## config.mk

```make
export PLATFORM = sky130hd
export DESIGN_NAME = bus_clear_engine
export DESIGN_NICKNAME = d
export VERILOG_FILES = /design/src/rtl/bc_pkg.sv /design/src/rtl/bc_regs.sv /design/src/rtl/bc_dpath.sv /design/src/rtl/bc_ctrl.sv /design/src/rtl/bus_clear_engine.sv
export SDC_FILE = /design/constraint.sdc
export NUM_CORES = 1
export LEC_CHECK = 0
export ABC_CLOCK_PERIOD_IN_PS = 2050
export CORE_MARGIN = 3
export CORE_UTILIZATION = 35
export DETAILED_ROUTE_END_ITERATION = 8
export PLACE_DENSITY = 0.7
export REMOVE_ABC_BUFFERS = 1
export SYNTH_ARGS = -nofsm -noshare
export SYNTH_HDL_FRONTEND = slang
export SYNTH_SLANG_ARGS = --single-unit
export TNS_END_PERCENT = 1
```

## constraint.sdc

```tcl
create_clock -name clk -period 2.05 [get_ports clk]
set_input_delay 0.3075 -clock clk [delete_from_list [all_inputs] [get_ports clk]]
set_output_delay 0.3075 -clock clk [all_outputs]
set_load 0.005 [all_outputs]
```

## src/rtl/bc_pkg.sv

```systemverilog
package bc_pkg;
  localparam int THR_W = 7;
  localparam int THR_LSB = 16;
  localparam logic [THR_W-1:0] THR_RESET = 7'd9;
  localparam logic [7:0] OFS_CFG  = 8'h84;
  localparam logic [7:0] OFS_STAT = 8'h88;
  localparam logic [7:0] OFS_LOAD = 8'h8C;

  typedef struct packed {
    logic phaseClr;
    logic pulseClr;
    logic pulseInc;
  } dpStrobe_t;

  typedef enum logic [2:0] {
    ST_IDLE, ST_LOW, ST_HIGH, ST_STOPA, ST_STOPB, ST_STOPC, ST_STOPD
  } bcState_t;
endpackage

```

## src/rtl/bc_regs.sv

```systemverilog
module bc_regs
  import bc_pkg::*;
#(
  parameter int ADDR_W = 8,
  parameter int DATA_W = 32
) (
  input  logic              clk,
  input  logic              rstN,
  input  logic              wrEn,
  input  logic [ADDR_W-1:0] addr,
  input  logic [DATA_W-1:0] wrData,
  output logic [DATA_W-1:0] rdData,
  input  logic              busy,
  input  logic              termSet,
  input  logic              termSda,
  output logic              startReq,
  output logic [THR_W-1:0]  actThr,
  output logic              actMode,
  output logic              actStop
);
  localparam logic [ADDR_W-1:0] A_CFG  = ADDR_W'(OFS_CFG);
  localparam logic [ADDR_W-1:0] A_STAT = ADDR_W'(OFS_STAT);
  localparam logic [ADDR_W-1:0] A_LOAD = ADDR_W'(OFS_LOAD);

  logic [THR_W-1:0] shThr;
  logic shMode, shStop, loadPend, cleared;
  logic cfgWr, loadWr;

  assign cfgWr  = wrEn && (addr == A_CFG);
  assign loadWr = wrEn && (addr == A_LOAD) && wrData[0];
  assign startReq = cfgWr && wrData[0] && !busy;

  always_ff @(posedge clk) begin
    if (!rstN) begin
      shThr <= THR_RESET; shMode <= 1'b0; shStop <= 1'b1;
      actThr <= THR_RESET; actMode <= 1'b0; actStop <= 1'b1;
      loadPend <= 1'b0; cleared <= 1'b0;
    end else begin
      if (cfgWr) begin
        shThr  <= wrData[THR_LSB +: THR_W];
        shStop <= wrData[2];
        shMode <= wrData[1];
      end
      if (loadWr) begin
        loadPend <= 1'b1;
      end else if (loadPend && !busy) begin
        loadPend <= 1'b0;
        actThr <= shThr; actMode <= shMode; actStop <= shStop;
      end
      if (startReq) cleared <= 1'b0;
      else if (termSet) cleared <= termSda;
    end
  end

  always_comb begin
    rdData = '0;
    if (addr == A_CFG) begin
      rdData[THR_LSB +: THR_W] = shThr;
      rdData[2] = shStop;
      rdData[1] = shMode;
      rdData[0] = busy;
    end else if (addr == A_STAT) begin
      rdData[0] = cleared;
    end else if (addr == A_LOAD) begin
      rdData[0] = loadPend;
    end
  end

  logic unusedWrBits;
  assign unusedWrBits = ^{wrData[DATA_W-1:THR_LSB+THR_W], wrData[THR_LSB-1:3]};


  active_cfg_stable_chk: assert property (@(posedge clk) disable iff (!rstN)
    (busy && $past(busy)) |-> ($stable(actThr) && $stable(actMode) && $stable(actStop)));

  load_drops_chk: assert property (@(posedge clk) disable iff (!rstN)
    (loadPend && !busy && !loadWr) |=> !loadPend);

  status_cleared_on_start_chk: assert property (@(posedge clk) disable iff (!rstN)
    $rose(busy) |-> !cleared);
endmodule

```

## src/rtl/bc_dpath.sv

```systemverilog
module bc_dpath
  import bc_pkg::*;
#(
  parameter int HALF_CYCLES = 4
) (
  input  logic             clk,
  input  logic             rstN,
  input  dpStrobe_t        strb,
  input  logic             busy,
  input  logic [THR_W-1:0] actThr,
  output logic             phaseDone,
  output logic             lastPulse
);
  localparam int PH_W = (HALF_CYCLES > 1) ? $clog2(HALF_CYCLES) : 1;
  localparam logic [PH_W-1:0] PH_LAST = PH_W'(HALF_CYCLES - 1);

  logic [PH_W-1:0] phaseCnt;
  logic [THR_W-1:0] pulseCnt;
  logic [THR_W:0] thrEff, pulseNext;

  assign thrEff    = (actThr == '0) ? (THR_W+1)'(1) : {1'b0, actThr};
  assign pulseNext = {1'b0, pulseCnt} + (THR_W+1)'(1);
  assign phaseDone = (phaseCnt == PH_LAST);
  assign lastPulse = (pulseNext >= thrEff);

  always_ff @(posedge clk) begin
    if (!rstN) begin
      phaseCnt <= '0;
      pulseCnt <= '0;
    end else begin
      if (strb.phaseClr) phaseCnt <= '0;
      else if (!phaseDone) phaseCnt <= phaseCnt + PH_W'(1);
      if (strb.pulseClr) pulseCnt <= '0;
      else if (strb.pulseInc) pulseCnt <= pulseNext[THR_W-1:0];
    end
  end


  pulse_bound_chk: assert property (@(posedge clk) disable iff (!rstN)
    busy |-> ({1'b0, pulseCnt} <= thrEff));
endmodule

```

## src/rtl/bc_ctrl.sv

```systemverilog
module bc_ctrl
  import bc_pkg::*;
(
  input  logic      clk,
  input  logic      rstN,
  input  logic      startReq,
  input  logic      phaseDone,
  input  logic      lastPulse,
  input  logic      actMode,
  input  logic      actStop,
  input  logic      sdaIn,
  output dpStrobe_t strb,
  output logic      busy,
  output logic      termSet,
  output logic      sclOe,
  output logic      sdaOe
);
  bcState_t state, nextState;

  always_ff @(posedge clk) begin
    if (!rstN) state <= ST_IDLE;
    else state <= nextState;
  end

  always_comb begin
    nextState = state;
    strb = '0;
    termSet = 1'b0;
    unique case (state)
      ST_IDLE: if (startReq) begin
        nextState = ST_LOW;
        strb.phaseClr = 1'b1;
        strb.pulseClr = 1'b1;
      end
      ST_LOW: if (phaseDone) begin
        nextState = ST_HIGH;
        strb.phaseClr = 1'b1;
      end
      ST_HIGH: if (phaseDone) begin
        strb.phaseClr = 1'b1;
        strb.pulseInc = 1'b1;
        if (lastPulse || (!actMode && sdaIn)) begin
          termSet = 1'b1;
          nextState = actStop ? ST_STOPA : ST_IDLE;
        end else begin
          nextState = ST_LOW;
        end
      end
      ST_STOPA: if (phaseDone) begin nextState = ST_STOPB; strb.phaseClr = 1'b1; end
      ST_STOPB: if (phaseDone) begin nextState = ST_STOPC; strb.phaseClr = 1'b1; end
      ST_STOPC: if (phaseDone) begin nextState = ST_STOPD; strb.phaseClr = 1'b1; end
      ST_STOPD: if (phaseDone) begin nextState = ST_IDLE; strb.phaseClr = 1'b1; end
      default: nextState = ST_IDLE;
    endcase
  end

  assign busy  = (state != ST_IDLE);
  assign sclOe = (state == ST_LOW) || (state == ST_STOPA) || (state == ST_STOPB);
  assign sdaOe = (state == ST_STOPB) || (state == ST_STOPC);


  sda_fall_in_scl_low_chk: assert property (@(posedge clk) disable iff (!rstN)
    $rose(sdaOe) |-> (sclOe && $past(sclOe)));

  sda_rise_in_scl_high_chk: assert property (@(posedge clk) disable iff (!rstN)
    $fell(sdaOe) |-> (!sclOe && !$past(sclOe)));

  start_only_idle_chk: assert property (@(posedge clk) disable iff (!rstN)
    $rose(busy) |-> $past(startReq));
endmodule

```

## src/rtl/bus_clear_engine.sv

```systemverilog
module bus_clear_engine
  import bc_pkg::*;
#(
  parameter int HALF_CYCLES = 4,
  parameter int ADDR_W = 8
) (
  input  logic              clk,
  input  logic              rstN,
  input  logic              regWrEn,
  input  logic [ADDR_W-1:0] regAddr,
  input  logic [31:0]       regWrData,
  output logic [31:0]       regRdData,
  input  logic              sdaIn,
  output logic              sclOe,
  output logic              sdaOe
);
  dpStrobe_t strb;
  logic busy, termSet, startReq, phaseDone, lastPulse, actMode, actStop;
  logic [THR_W-1:0] actThr;

  bc_regs #(.ADDR_W(ADDR_W), .DATA_W(32)) u_regs (
    .clk(clk), .rstN(rstN), .wrEn(regWrEn), .addr(regAddr), .wrData(regWrData),
    .rdData(regRdData), .busy(busy), .termSet(termSet), .termSda(sdaIn),
    .startReq(startReq), .actThr(actThr), .actMode(actMode), .actStop(actStop));

  bc_ctrl u_ctrl (
    .clk(clk), .rstN(rstN), .startReq(startReq), .phaseDone(phaseDone),
    .lastPulse(lastPulse), .actMode(actMode), .actStop(actStop), .sdaIn(sdaIn),
    .strb(strb), .busy(busy), .termSet(termSet), .sclOe(sclOe), .sdaOe(sdaOe));

  bc_dpath #(.HALF_CYCLES(HALF_CYCLES)) u_dpath (
    .clk(clk), .rstN(rstN), .strb(strb), .busy(busy), .actThr(actThr),
    .phaseDone(phaseDone), .lastPulse(lastPulse));
endmodule

```

==> report_table.html <==
<table>
<tr><th>Metric</th><th>Value</th></tr>
<tr><th colspan="2">Clocking</th></tr>
<tr><td>Number of clock sinks</td><td>32</td></tr>
<tr><td>TritonCTS clock tree</td><td>done</td></tr>
<tr><td>Number of buffers created by CTS</td><td>5</td></tr>
<tr><td>Cell at the root of the clock tree</td><td>sky130_fd_sc_hd__clkbuf_8</td></tr>
<tr><td>H-tree level count</td><td>2</td></tr>
<tr><td>Clock slew at reported path FFs</td><td>0.07 ns</td></tr>
<tr><td>Hold buffer count at CTS</td><td>0</td></tr>
<tr><td>Maximum buffer depth of the clock tree</td><td>2</td></tr>
<tr><td>Clk Latency, worst-skew pair</td><td>0.28 ns</td></tr>
<tr><th colspan="2">Power</th></tr>
<tr><td>Max VDD drop</td><td>~0.30 mV</td></tr>
<tr><td>Static leakage</td><td>1.074 nW</td></tr>
<tr><td>Power density relative to cell area</td><td>524.6 nW/um2</td></tr>
<tr><th colspan="2">Die</th></tr>
<tr><td>Core region area</td><td>5205 um2</td></tr>
<tr><td>Die span in y</td><td>between 80 and 90 um</td></tr>
<tr><td>Total Die Area</td><td>6408 um2</td></tr>
<tr><td>I/O pin count</td><td>78</td></tr>
<tr><td>Initial standard-cell utilization of the core</td><td>0.3688</td></tr>
<tr><td>Die width</td><td>about 80 um</td></tr>
<tr><td>Total number of placement rows</td><td>26</td></tr>
<tr><th colspan="2">Critical path</th></tr>
<tr><td>Critical Path Slowest Stage Cell</td><td>sky130_fd_sc_hd__clkdlybuf4s50_1</td></tr>
<tr><td>Most repeated library cell on the critical path</td><td>sky130_fd_sc_hd__buf_4</td></tr>
<tr><td>Largest stage delay on the critical path</td><td>0.41 ns</td></tr>
<tr><td>Critical Path Sink Type</td><td>flip-flop</td></tr>
<tr><td>Bufs and invs on worst path</td><td>5</td></tr>
<tr><td>Series of cell instances along the critical path</td><td>clkdlybuf4s50_1 -&gt; nor4_2 -&gt; and3_4 -&gt; buf_4 -&gt; bufbuf_16 -&gt; buf_4 -&gt; buf_4 -&gt; a22o_4 -&gt; a2bb2oi_1 -&gt; a211oi_2</td></tr>
<tr><td>CP Data Required Time</td><td>2.22 ns</td></tr>
<tr><td>Maximum fanout along the worst path</td><td>8</td></tr>
<tr><td>Family with the most delay on the worst path</td><td>buffers and inverters</td></tr>
<tr><td>Data arrival time at the worst-slack endpoint</td><td>2.30 ns</td></tr>
<tr><td>Type of the worst setup path</td><td>input pin to flip-flop</td></tr>
<tr><td>Sort of element at the start of the critical path</td><td>input pin</td></tr>
<tr><th colspan="2">Timing</th></tr>
<tr><td>Final worst path period share</td><td>1.042</td></tr>
<tr><td>Max Clock Freq</td><td>0.4683 GHz</td></tr>
<tr><td>Post-route clock skew</td><td>0.006601 ns</td></tr>
<tr><td>Final setup violation count</td><td>5</td></tr>
<tr><td>Total count of max-transition violations in the final report</td><td>0</td></tr>
<tr><td>Unrepaired setup endpoints after global routing</td><td>yes</td></tr>
<tr><td>Min cycle time layout</td><td>2.135 ns</td></tr>
<tr><td>Final WS setup</td><td>-0.08531 ns</td></tr>
<tr><td>Hold violation total from the final report</td><td>0</td></tr>
<tr><th colspan="2">Cells and area</th></tr>
<tr><td>Fill cell instance count of the final layout</td><td>523</td></tr>
<tr><td>Util after Layout</td><td>0.5017</td></tr>
<tr><td>Fraction of final layout cells sized beyond drive strength 1</td><td>0.2369</td></tr>
<tr><td>Total number of nets in the final design</td><td>339</td></tr>
<tr><td>Final antenna diode count</td><td>0</td></tr>
<tr><td>Synth-to-layout area growth</td><td>36.05%</td></tr>
<tr><td>Number of cells in the finished layout apart from fillers</td><td>about 360</td></tr>
<tr><th colspan="2">Drt</th></tr>
<tr><td>DR pass1 iterations</td><td>4</td></tr>
<tr><td>Number of antenna-violating nets in the routed design</td><td>0</td></tr>
<tr><td>Drt via density</td><td>4.720</td></tr>
<tr><td>DRC errors left</td><td>0</td></tr>
<tr><td>Average wire length per cell after detail routing</td><td>12.24 um</td></tr>
<tr><td>Total detailed-routing wirelength</td><td>4369 um</td></tr>
<tr><td>Routed via count</td><td>approximately 1700</td></tr>
<tr><td>Number of violations reported at the end of detailed-routing iteration 0</td><td>63</td></tr>
<tr><th colspan="2">Place</th></tr>
<tr><td>RD Place Congestion</td><td>0.8103</td></tr>
<tr><td>Count of input and output buffers</td><td>33</td></tr>
<tr><td>Post-detailed-placement half-perimeter wirelength</td><td>about 3100 um</td></tr>
<tr><td>Cell Count Post-Placement</td><td>between 300 and 400</td></tr>
<tr><th colspan="2">Synth</th></tr>
<tr><td>Sequential fraction of the synthesis area</td><td>0.3338</td></tr>
<tr><td>Top-count cell post-synth</td><td>sky130_fd_sc_hd__dfxtp_1</td></tr>
<tr><td>Netlist cell types</td><td>42</td></tr>
<tr><td>Mean instance size in the synthesized netlist</td><td>8.418 um2</td></tr>
<tr><td>Fraction of post-synthesis cell area in the top cell type by area</td><td>0.3338</td></tr>
<tr><td>Primary flip-flop cell chosen by synthesis mapping</td><td>sky130_fd_sc_hd__dfxtp_1</td></tr>
<tr><td>Synthesized instance count</td><td>228</td></tr>
<tr><td>Commonest cells in the synthesized netlist</td><td>sky130_fd_sc_hd__dfxtp_1, sky130_fd_sc_hd__nand2_1, sky130_fd_sc_hd__buf_4</td></tr>
<tr><td>Number of warnings issued by yosys</td><td>0</td></tr>
<tr><td>Cell accounting for the most synthesized area</td><td>sky130_fd_sc_hd__dfxtp_1</td></tr>
<tr><td>Post-synth EDFFs</td><td>0</td></tr>
<tr><td>FFs w/ async S/R, synth</td><td>0</td></tr>
<tr><td>Syn Std Cell Area</td><td>~1900 um2</td></tr>
<tr><td>Count of state elements after synthesis</td><td>32</td></tr>
<tr><td>Dominant cells by area after synthesis</td><td>sky130_fd_sc_hd__dfxtp_1, sky130_fd_sc_hd__buf_4, sky130_fd_sc_hd__ha_1, sky130_fd_sc_hd__mux2i_1, sky130_fd_sc_hd__nand2_1</td></tr>
<tr><th colspan="2">GRT</th></tr>
<tr><td>Pin count of the biggest net entering global routing</td><td>20</td></tr>
<tr><td>Global router's overall resource usage</td><td>0.1434</td></tr>
<tr><td>Number of antenna violations at the first check in global routing</td><td>0</td></tr>
<tr><td>Remaining global-route overflow</td><td>0</td></tr>
<tr><td>Global-route wire length before repair</td><td>~7400 um</td></tr>
<tr><td>Vias in the first global route</td><td>1650</td></tr>
<tr><th colspan="2">Job</th></tr>
<tr><td>Number of max-capacitance violations reported</td><td>0</td></tr>
<tr><th colspan="2">Hold path</th></tr>
<tr><td>Worst min-delay path class</td><td>flip-flop to flip-flop</td></tr>
<tr><th colspan="2">Status</th></tr>
<tr><td>Violations in the final reports</td><td>setup timing</td></tr>
<tr><td>Status</td><td>finished with violations</td></tr>
</table>
## logic make-up after synthesis
family / count (synthesis) / synth area share
AND/OR/NAND/NOR: 90 / 0.2392
buffers and inverters: 39 / 0.1245
AO/OA/AOI/OAI: 35 / 0.1330
flip-flops: 32 / 0.3338
multiplexers: 12 / 0.06324
XOR/XNOR: 10 / 0.04563
adder cells (fa/ha/maj): 9 / 0.05867
other: 1 / 0.001954
## per-stage QoR
stage | setup TNS (ns) | power [mW] | setup WS, ns | instance area [um2] | hold WS [ns]
floorplan | -0.2732 | 0.6973 | -0.1218 | 1789 | 0.3694
global placement | -3.158 | 0.7690 | -0.2725 | 2397 | 0.4547
detailed placement | -3.796 | 0.7715 | -0.2939 | 2397 | 0.4604
CTS | -0.6926 | 1.384 | -0.2509 | 2561 | 0.4755
global route | -0.6507 | 1.434 | -0.1755 | 2611 | 0.5106
finish | -0.2020 | 1.370 | -0.08531 | 2611 | 0.4750
## cells in the final DEF, fill, tap and decap left out, drive strengths merged, types with 4 or more instances in the layout
cell type	netlist	routed
xnor2	5	5
ha	9	9
and3	4	4
clkdlybuf4s50	0	22
and2	9	9
dfxtp	32	32
inv	8	8
conb	1	22
clkbuf	4	15
mux2i	11	11
nor2	14	14
a21boi	8	8
buf	27	27
or3	4	4
nor2b	10	10
o21ai	7	7
a21oi	5	5
nand3	17	17
xor2	5	5
nand2	24	24
## tightest hold or removal path: cells and delay by family, from the launching register on
family	cells	cell delay, ns
flops	1	0.32
simple gates	1	0.05
mux	1	0.05
## report_power, final
| part | switching (mW) | internal (mW) | total, mW | leakage, nW |
|---|---|---|---|---|
| clock network | 0.249 | 0.360 | 0.609 | 0.0541 |
| registers | 0.00589 | 0.629 | 0.635 | 0.260 |
| logic | 0.0561 | 0.0695 | 0.126 | 0.760 |
## final cells by class
| type | instances | area (um2) | share of cell area |
|---|---|---|---|
| multi-input cells | 178 | 1192 | 0.4566 |
| flip-flops and latches | 32 | 646.9 | 0.2477 |
| repair buffers | 61 | 543.0 | 0.2080 |
| well taps | 70 | 87.58 | 0.03354 |
| clock buffers | 5 | 68.82 | 0.02635 |
| clock inverters | 3 | 42.54 | 0.01629 |
| inverters | 8 | 30.03 | 0.01150 |
## flip-flops by register name, summed over array words and instances (netlist names)
signal            flops
u_regs.shMode         1
u_regs.shStop         1
u_regs.cleared        1
u_regs.loadPend       1
u_ctrl.state          3
u_regs.actThr         7
u_regs.actMode        1
u_regs.shThr          7
u_dpath.pulseCnt      7
u_dpath.phaseCnt      2
u_regs.actStop        1
## timing repair
item	CTS	global route
gates cloned	1	0
pin swaps	3	12
gates resized for setup	14	39
endpoints found under the setup margin	13	31
hold endpoints to repair	0	0
buffers inserted	3	2
## metal layers
metal  track usage  part of all wire
met5             0                 0
met4       0.04054            0.0032
met3       0.03027             0.055
met2        0.2434              0.50
met1        0.1825              0.44
## path summary, 6_finish.rpt
| kind | cells after the start | slack (ns) | start | end |
|---|---|---|---|---|
| hold / removal | 2 | 0.47 | u_regs.cleared$_SDFFE_PP0P_ | u_regs.cleared$_SDFFE_PP0P_ |
| hold reg to reg | 2 | 0.47 | u_regs.cleared$_SDFFE_PP0P_ | u_regs.cleared$_SDFFE_PP0P_ |
| setup / recovery | 10 | -0.09 | regAddr[4] | u_ctrl.state[0]$_SDFFE_PN0P_ |
| setup reg to reg | 9 | -0.07 | u_dpath.pulseCnt[1]$_SDFFE_PP0P_ | u_ctrl.state[1]$_SDFFE_PN0P_ |
No activity file was read; power rests on OpenSTA's default activity.
